$ cat config.mk
export PLATFORM = sky130hd
export DESIGN_NAME = reload_timer
export DESIGN_NICKNAME = d
export VERILOG_FILES = /design/src/rtl/rtimer_pkg.sv /design/src/rtl/rtimer_regs.sv /design/src/rtl/rtimer_count.sv /design/src/rtl/rtimer_irq.sv /design/src/rtl/reload_timer.sv
export SDC_FILE = /design/constraint.sdc
export NUM_CORES = 1
export LEC_CHECK = 0
export ABC_CLOCK_PERIOD_IN_PS = 3700
export BUFFER_PORTS_ARGS = -buffer_cell sky130_fd_sc_hd__buf_4
export CELL_PAD_IN_SITES_DETAIL_PLACEMENT = 1
export CELL_PAD_IN_SITES_GLOBAL_PLACEMENT = 1
export CORE_AREA = 2 2 72 91
export DETAILED_ROUTE_END_ITERATION = 8
export DIE_AREA = 0 0 74 93
export PLACE_DENSITY = 0.62
export SLEW_MARGIN = 20
export SYNTH_ARGS = -nofsm -noshare
export SYNTH_HDL_FRONTEND = slang
export SYNTH_SLANG_ARGS = --single-unit
$ cat constraint.sdc
create_clock -name clk_i -period 3.7 [get_ports clk_i]
set_input_delay 0.555 -clock clk_i [delete_from_list [all_inputs] [get_ports clk_i]]
set_output_delay 0.555 -clock clk_i [all_outputs]
set_load 0.005 [all_outputs]
$ cat src/rtl/rtimer_pkg.sv
package rtimer_pkg;
  typedef enum logic [2:0] {SEL_CNT, SEL_CTRL, SEL_STAT, SEL_MASK, SEL_NONE} sel_e;
  localparam int unsigned CB_RUN     = 0;
  localparam int unsigned CB_ONESHOT = 1;
  localparam int unsigned CB_FORCE   = 2;
endpackage

$ cat src/rtl/rtimer_regs.sv
module rtimer_regs
  import rtimer_pkg::*;
#(
  parameter int unsigned CNT_W  = 16,
  parameter int unsigned BUS_W  = 8,
  parameter int unsigned ADDR_W = 3
) (
  input  logic              clk_i,
  input  logic              rst_ni,
  input  logic [ADDR_W-1:0] addr_i,
  input  logic [BUS_W-1:0]  wdata_i,
  input  logic              wr_i,
  input  logic              rd_i,
  input  logic [CNT_W-1:0]  count_i,
  input  logic              flag_i,
  input  logic              mask_i,
  input  logic              underflow_i,
  output logic [CNT_W-1:0]  latch_o,
  output logic              run_o,
  output logic              oneshot_o,
  output logic              start_o,
  output logic              force_o,
  output logic              stat_rd_o,
  output logic              mask_wr_o,
  output logic [BUS_W-1:0]  rdata_o
);
  localparam int unsigned NB = CNT_W / BUS_W;
  localparam int unsigned LW = (NB > 1) ? $clog2(NB) : 1;
  localparam logic [ADDR_W-1:0] A_CTRL = ADDR_W'(NB);
  localparam logic [ADDR_W-1:0] A_STAT = ADDR_W'(NB + 1);
  localparam logic [ADDR_W-1:0] A_MASK = ADDR_W'(NB + 2);

  sel_e                  sel;
  logic                  ctrl_wr;
  logic                  run_q, oneshot_q;
  logic [NB-1:0][BUS_W-1:0] latch_q;
  logic [BUS_W-1:0]      cnt_lane [NB];
  logic [LW-1:0]         lane_idx;

  always_comb begin
    if (addr_i < A_CTRL)       sel = SEL_CNT;
    else if (addr_i == A_CTRL) sel = SEL_CTRL;
    else if (addr_i == A_STAT) sel = SEL_STAT;
    else if (addr_i == A_MASK) sel = SEL_MASK;
    else                       sel = SEL_NONE;
  end

  assign ctrl_wr  = wr_i && (sel == SEL_CTRL);
  assign lane_idx = addr_i[LW-1:0];

  always_ff @(posedge clk_i or negedge rst_ni) begin
    if (!rst_ni) begin
      latch_q <= '1;
    end else if (wr_i && sel == SEL_CNT) begin
      for (int b = 0; b < int'(NB); b++)
        if (lane_idx == LW'(b)) latch_q[b] <= wdata_i;
    end
  end

  // control write wins over one-shot self clear
  always_ff @(posedge clk_i or negedge rst_ni) begin
    if (!rst_ni) begin
      run_q     <= 1'b0;
      oneshot_q <= 1'b0;
    end else if (ctrl_wr) begin
      run_q     <= wdata_i[CB_RUN];
      oneshot_q <= wdata_i[CB_ONESHOT];
    end else if (underflow_i && oneshot_q) begin
      run_q     <= 1'b0;
    end
  end

  generate
    for (genvar g = 0; g < int'(NB); g++) begin : g_lane
      assign cnt_lane[g] = count_i[g*BUS_W +: BUS_W];
    end
  endgenerate

  always_comb begin
    rdata_o = '0;
    unique case (sel)
      SEL_CNT:  rdata_o = cnt_lane[lane_idx];
      SEL_CTRL: begin
        rdata_o[CB_RUN]     = run_q;
        rdata_o[CB_ONESHOT] = oneshot_q;
      end
      SEL_STAT: rdata_o[0] = flag_i;
      SEL_MASK: rdata_o[0] = mask_i;
      default:  rdata_o = '0;
    endcase
  end

  assign latch_o   = latch_q;
  assign run_o     = run_q;
  assign oneshot_o = oneshot_q;
  assign start_o   = ctrl_wr && wdata_i[CB_RUN] && !run_q;
  assign force_o   = ctrl_wr && wdata_i[CB_FORCE];
  assign stat_rd_o = rd_i && (sel == SEL_STAT);
  assign mask_wr_o = wr_i && (sel == SEL_MASK);
endmodule

$ cat src/rtl/rtimer_count.sv
module rtimer_count #(
  parameter int unsigned CNT_W     = 16,
  parameter int unsigned START_DLY = 3
) (
  input  logic             clk_i,
  input  logic             rst_ni,
  input  logic             run_i,
  input  logic             start_i,
  input  logic             force_i,
  input  logic [CNT_W-1:0] latch_i,
  output logic [CNT_W-1:0] count_o,
  output logic             underflow_o,
  output logic             en_o,
  output logic             busy_o
);
  localparam int unsigned DW = $clog2(START_DLY + 1);

  logic [DW-1:0]    dly_q;
  logic [CNT_W-1:0] count_q;
  logic             en, uf;

  // arm delay: first decrement lands START_DLY edges after the start edge
  always_ff @(posedge clk_i or negedge rst_ni) begin
    if (!rst_ni)             dly_q <= '0;
    else if (start_i)        dly_q <= DW'(START_DLY - 1);
    else if (dly_q != '0)    dly_q <= dly_q - 1'b1;
  end

  assign en = run_i && (dly_q == '0) && !start_i;
  // reload replaces the step to zero, so zero is never visible
  assign uf = en && (count_q <= CNT_W'(1));

  always_ff @(posedge clk_i or negedge rst_ni) begin
    if (!rst_ni)      count_q <= '1;
    else if (force_i) count_q <= latch_i;
    else if (uf)      count_q <= latch_i;
    else if (en)      count_q <= count_q - 1'b1;
  end

  assign count_o     = count_q;
  assign underflow_o = uf;
  assign en_o        = en;
  assign busy_o      = (dly_q != '0);
endmodule

$ cat src/rtl/rtimer_irq.sv
module rtimer_irq (
  input  logic clk_i,
  input  logic rst_ni,
  input  logic underflow_i,
  input  logic clr_i,
  input  logic mask_wr_i,
  input  logic mask_d_i,
  output logic flag_o,
  output logic mask_o,
  output logic irq_no
);
  logic flag_q, mask_q;

  // a new underflow beats a clearing read on the same edge
  always_ff @(posedge clk_i or negedge rst_ni) begin
    if (!rst_ni)          flag_q <= 1'b0;
    else if (underflow_i) flag_q <= 1'b1;
    else if (clr_i)       flag_q <= 1'b0;
  end

  always_ff @(posedge clk_i or negedge rst_ni) begin
    if (!rst_ni)        mask_q <= 1'b0;
    else if (mask_wr_i) mask_q <= mask_d_i;
  end

  assign flag_o = flag_q;
  assign mask_o = mask_q;
  assign irq_no = !(flag_q && mask_q);
endmodule

$ cat src/rtl/reload_timer.sv
module reload_timer #(
  parameter int unsigned CNT_W     = 16,
  parameter int unsigned BUS_W     = 8,
  parameter int unsigned ADDR_W    = 3,
  parameter int unsigned START_DLY = 3
) (
  input  logic              clk_i,
  input  logic              rst_ni,
  input  logic [ADDR_W-1:0] addr_i,
  input  logic [BUS_W-1:0]  wdata_i,
  input  logic              wr_i,
  input  logic              rd_i,
  output logic [BUS_W-1:0]  rdata_o,
  output logic              irq_no
);
  logic [CNT_W-1:0] count_w, latch_w;
  logic run_w, oneshot_w, start_w, force_w, stat_rd_w, mask_wr_w;
  logic uf_w, en_w, busy_w, flag_w, mask_w;

  rtimer_regs #(.CNT_W(CNT_W), .BUS_W(BUS_W), .ADDR_W(ADDR_W)) u_regs (
    .clk_i(clk_i), .rst_ni(rst_ni), .addr_i(addr_i), .wdata_i(wdata_i),
    .wr_i(wr_i), .rd_i(rd_i), .count_i(count_w), .flag_i(flag_w),
    .mask_i(mask_w), .underflow_i(uf_w), .latch_o(latch_w), .run_o(run_w),
    .oneshot_o(oneshot_w), .start_o(start_w), .force_o(force_w),
    .stat_rd_o(stat_rd_w), .mask_wr_o(mask_wr_w), .rdata_o(rdata_o)
  );

  rtimer_count #(.CNT_W(CNT_W), .START_DLY(START_DLY)) u_count (
    .clk_i(clk_i), .rst_ni(rst_ni), .run_i(run_w), .start_i(start_w),
    .force_i(force_w), .latch_i(latch_w), .count_o(count_w),
    .underflow_o(uf_w), .en_o(en_w), .busy_o(busy_w)
  );

  rtimer_irq u_irq (
    .clk_i(clk_i), .rst_ni(rst_ni), .underflow_i(uf_w), .clr_i(stat_rd_w),
    .mask_wr_i(mask_wr_w), .mask_d_i(wdata_i[0]), .flag_o(flag_w),
    .mask_o(mask_w), .irq_no(irq_no)
  );
endmodule

==> flow_metrics.tcl <==
set metrics [dict create \
    outcome "finished clean" \
    io_pins 24 \
    vdd_drop_max_uv 174 \
    max_slew_margin_pct 54.6 \
    critical_path_required_ns 3.92 \
    gp_congestion 0.847 \
    postRouteAntennaNets 0 \
    maxClockFrequency_ghz 0.375 \
    path_buf_inv 2 \
    cpMaxStageDelayCell "or4_4" \
    worst_clock_skew_ns 0.00598 \
    worstHoldPathType "in2async" \
    drt_pre_antenna_iters 4 \
    flow.area_growth_from_synthesis_pct 16.3 \
    combPwrFrac_pct 27.5 \
    final_layout_size_suffix_gt1_share_pct 37.7 \
    track_usage_pct 17.9 \
    cts.repair_timing.setup_buffer_count 0 \
    commonest_non_fill_non_tap_cell_in_the_layout "dfstp_2" \
    timing.final.max_slew_violations 0 \
    syn_area_per_cell_um2 10.1 \
    design_area_mm2 0.00250 \
    timing.reg2reg.worst_path_depth 8 \
    path_class "reg2reg" \
    yosys_register_bits 38 \
    syn_nets 231 \
    p_sw_uw 454 \
    syn_area_mm2 0.00215 \
    worst_setup_path_start_kind "flip-flop" \
    die_w_um 74 \
    critical_path_arrival_ns 2.88 \
    critical_path.top_delay_family "simple AND/OR/NAND/NOR gates" \
    timing.final.crit_share_pct 72.1 \
    seq_power_share_pct 50.8 \
    fillcell_total 704 \
    post_cts_hold_buffer_count 0 \
    design.core.area_mm2 0.00605 \
    power.leakage_uw 0.00100 \
    final_global_route_overflow_total 0 \
    grt_pass1_wl_um 9420 \
    initial_utilization_pct 35.6 \
    dr.first_iter.drc_count 90 \
    die_h_um 93 \
    grt_setup_unrepaired "false" \
    switching_share_pct 33.0 \
    post_cts_resized 0 \
    tightestPinTransition_ns 0.681 \
    clock-root-buffer "clkbuf_8" \
    antenna_cells 0 \
    timing.reg2reg.setup_slack_ns 1.03 \
    skew_pair_late_insertion_delay_ns 0.29 \
    critPathMaxFanout 16 \
    report.final.setup_viol 0 \
    nNetsFinal 256 \
    r2r_end "u_count.count_o[1]" \
    synth-async-reset-ratio_pct 100 \
    layout.area.seq_um2 991 \
    placement.io_buffers 23 \
    wl_per_cell_um 16.9 \
    via_count 1738 \
    number_of_synthesized_flops_with_an_enable_pin 0 \
    synth_flop_cell "dfstp_2" \
    power_density_relative_to_cell_area_mw_per_mm2 550 \
    placed_area_mm2 0.00241 \
    area_of_the_multi_input_gates_mm2 0.00106 \
    largest_net_degree_at_the_start_of_global_routing 39 \
    synth.lib_cells_used.distinct 53 \
    cts.reportedPaths.clkPinSlew_ns 0.07 \
    yosysWarningCount 0 \
    grt_pass1_vias 1830 \
    cap_violations 0 \
    rows 32 \
    avgViaCountPerCell 5.36 \
    die_area_mm2 0.00688 \
    critical_path.cell_chain "inv_1, ha_1, nand2_1, or4_4, o21ai_2, buf_4, mux2i_1, o21ai_0" \
    numCtsBuffers 5 \
    share_of_synthesized_area_occupied_by_flip_flops_and_latches_pct 46.1 \
    internal_power_uw 922 \
    cp-end-kind "flip-flop" \
    period_needed_ns 2.67 \
    finalSetupTns_ns 0 \
    detail_route.wirelength_um 5470 \
    grt_antenna_before_repair 0 \
    cts-root-to-sink-buffers 2 \
    h_tree_level_count 2 \
    cts_tree "built" \
    final-hold-violation-count 0 \
    critical_path.max_stage_delay_ns 0.57 \
    hpwlAfterDp_um 4100 \
    post-route-drc-count 0 \
    power.share.clock_pct 21.7 \
    most-common-layout-cells "32 x dfstp_2, 28 x buf_4, 24 x nand2_1" \
    tritoncts_num_sinks 38 \
    rr_startpoint "u_count.dly_q[0]" \
    post_synthesis_cells 213 \
]
worst max-delay path by stage:
stage	from	end	depth (start not counted)
4_1_cts	u_count.count_o[13]	u_count.count_o[1]	6
3_3_place_gp	u_count.count_o[13]	u_count.count_o[1]	6
2_1_floorplan	addr_i[1]	u_count.count_o[2]	6
3_5_place_dp	u_count.count_o[13]	u_count.count_o[1]	6
6_report	u_count.dly_q[0]	u_count.count_o[1]	8
5_1_grt	u_count.dly_q[1]	u_count.count_o[1]	8
power by group through the flow:
| stage | Sequential [uW] | Clock, uW | Combinational (uW) |
|---|---|---|---|
| after floorplan | 658 | 0 | 295 |
| after global placement | 707 | 0 | 368 |
| after detailed placement | 710 | 0 | 381 |
| after CTS | 702 | 309 | 384 |
| after global routing | 726 | 326 | 433 |
| final | 699 | 299 | 378 |
kinds of logic after synthesis:
family          count (synthesis)  synth area share [%]
buf+inv                        20                  4.42
fa+ha+maj                       3                  1.75
xor+xnor                        6                  2.44
flops                          38                  46.1
compound gates                 41                  12.7
simple gates                   80                  20.1
mux                            25                  12.5
synth_stat cells (all sizes together), types with 2 or more instances:
master	instances	area share, %
a211o	2	0.82
a21o	2	0.70
a21oi	4	0.93
a31oi	3	0.87
a32oi	2	0.82
and2	2	0.58
and3	4	1.2
buf	5	1.8
clkbuf	5	0.87
dfrtp	6	7.0
dfstp	32	39
ha	3	1.7
inv	10	1.7
mux2	14	7.3
mux2i	11	5.1
nand2	24	4.2
nand4	2	0.58
nor2	16	2.8
nor3	8	2.1
nor3b	2	0.93
nor4	4	1.2
nor4bb	2	0.93
o21ai	17	4.1
or3	2	0.58
or4	7	2.6
xnor2	5	2.0
registers in the layout, indices dropped and copies added, names as in the netlist:
name,flops
u_regs.latch_o,16
u_irq.flag_o,1
u_count.dly_q,2
u_regs.oneshot_o,1
u_count.count_o,16
u_regs.run_o,1
u_irq.mask_o,1
routing by layer:
metal | wire length, um | GRT usage (%) | share of wire (%)
met2 | 2680 | 28.6 | 49
met3 | 147 | 2.48 | 2.7
met1 | 2530 | 24.3 | 46
met5 | 0 | 0 | 0
met4 | 113 | 6.67 | 2.1
stage by stage:
| stage | std cells | worst slack, ns | util (%) | hold slack [ns] | total power (uW) |
|---|---|---|---|---|---|
| finish | 324 | 1.03 | 41.3 | 0.221 | 1380 |
| global route | 324 | 0.857 | 41.3 | 0.258 | 1480 |
| CTS | 324 | 1.02 | 41.3 | 0.236 | 1400 |
| detailed placement | 316 | 1.04 | 39.8 | 0.471 | 1090 |
| global placement | 316 | 1.15 | 39.8 | 0.468 | 1080 |
| floorplan | 213 | 1.41 | - | 0.259 | 954 |
layout make-up:
cell class                      count  area share [%]
Inverter                           10            1.50
Clock buffer                        7            3.45
Tap cell                           85            4.25
Multi-Input combinational cell    155            42.5
Sequential cell                    38            39.6
Timing Repair Buffer               28            8.41
Clock inverter                      1           0.200
No activity file was read; power rests on OpenSTA's default activity.
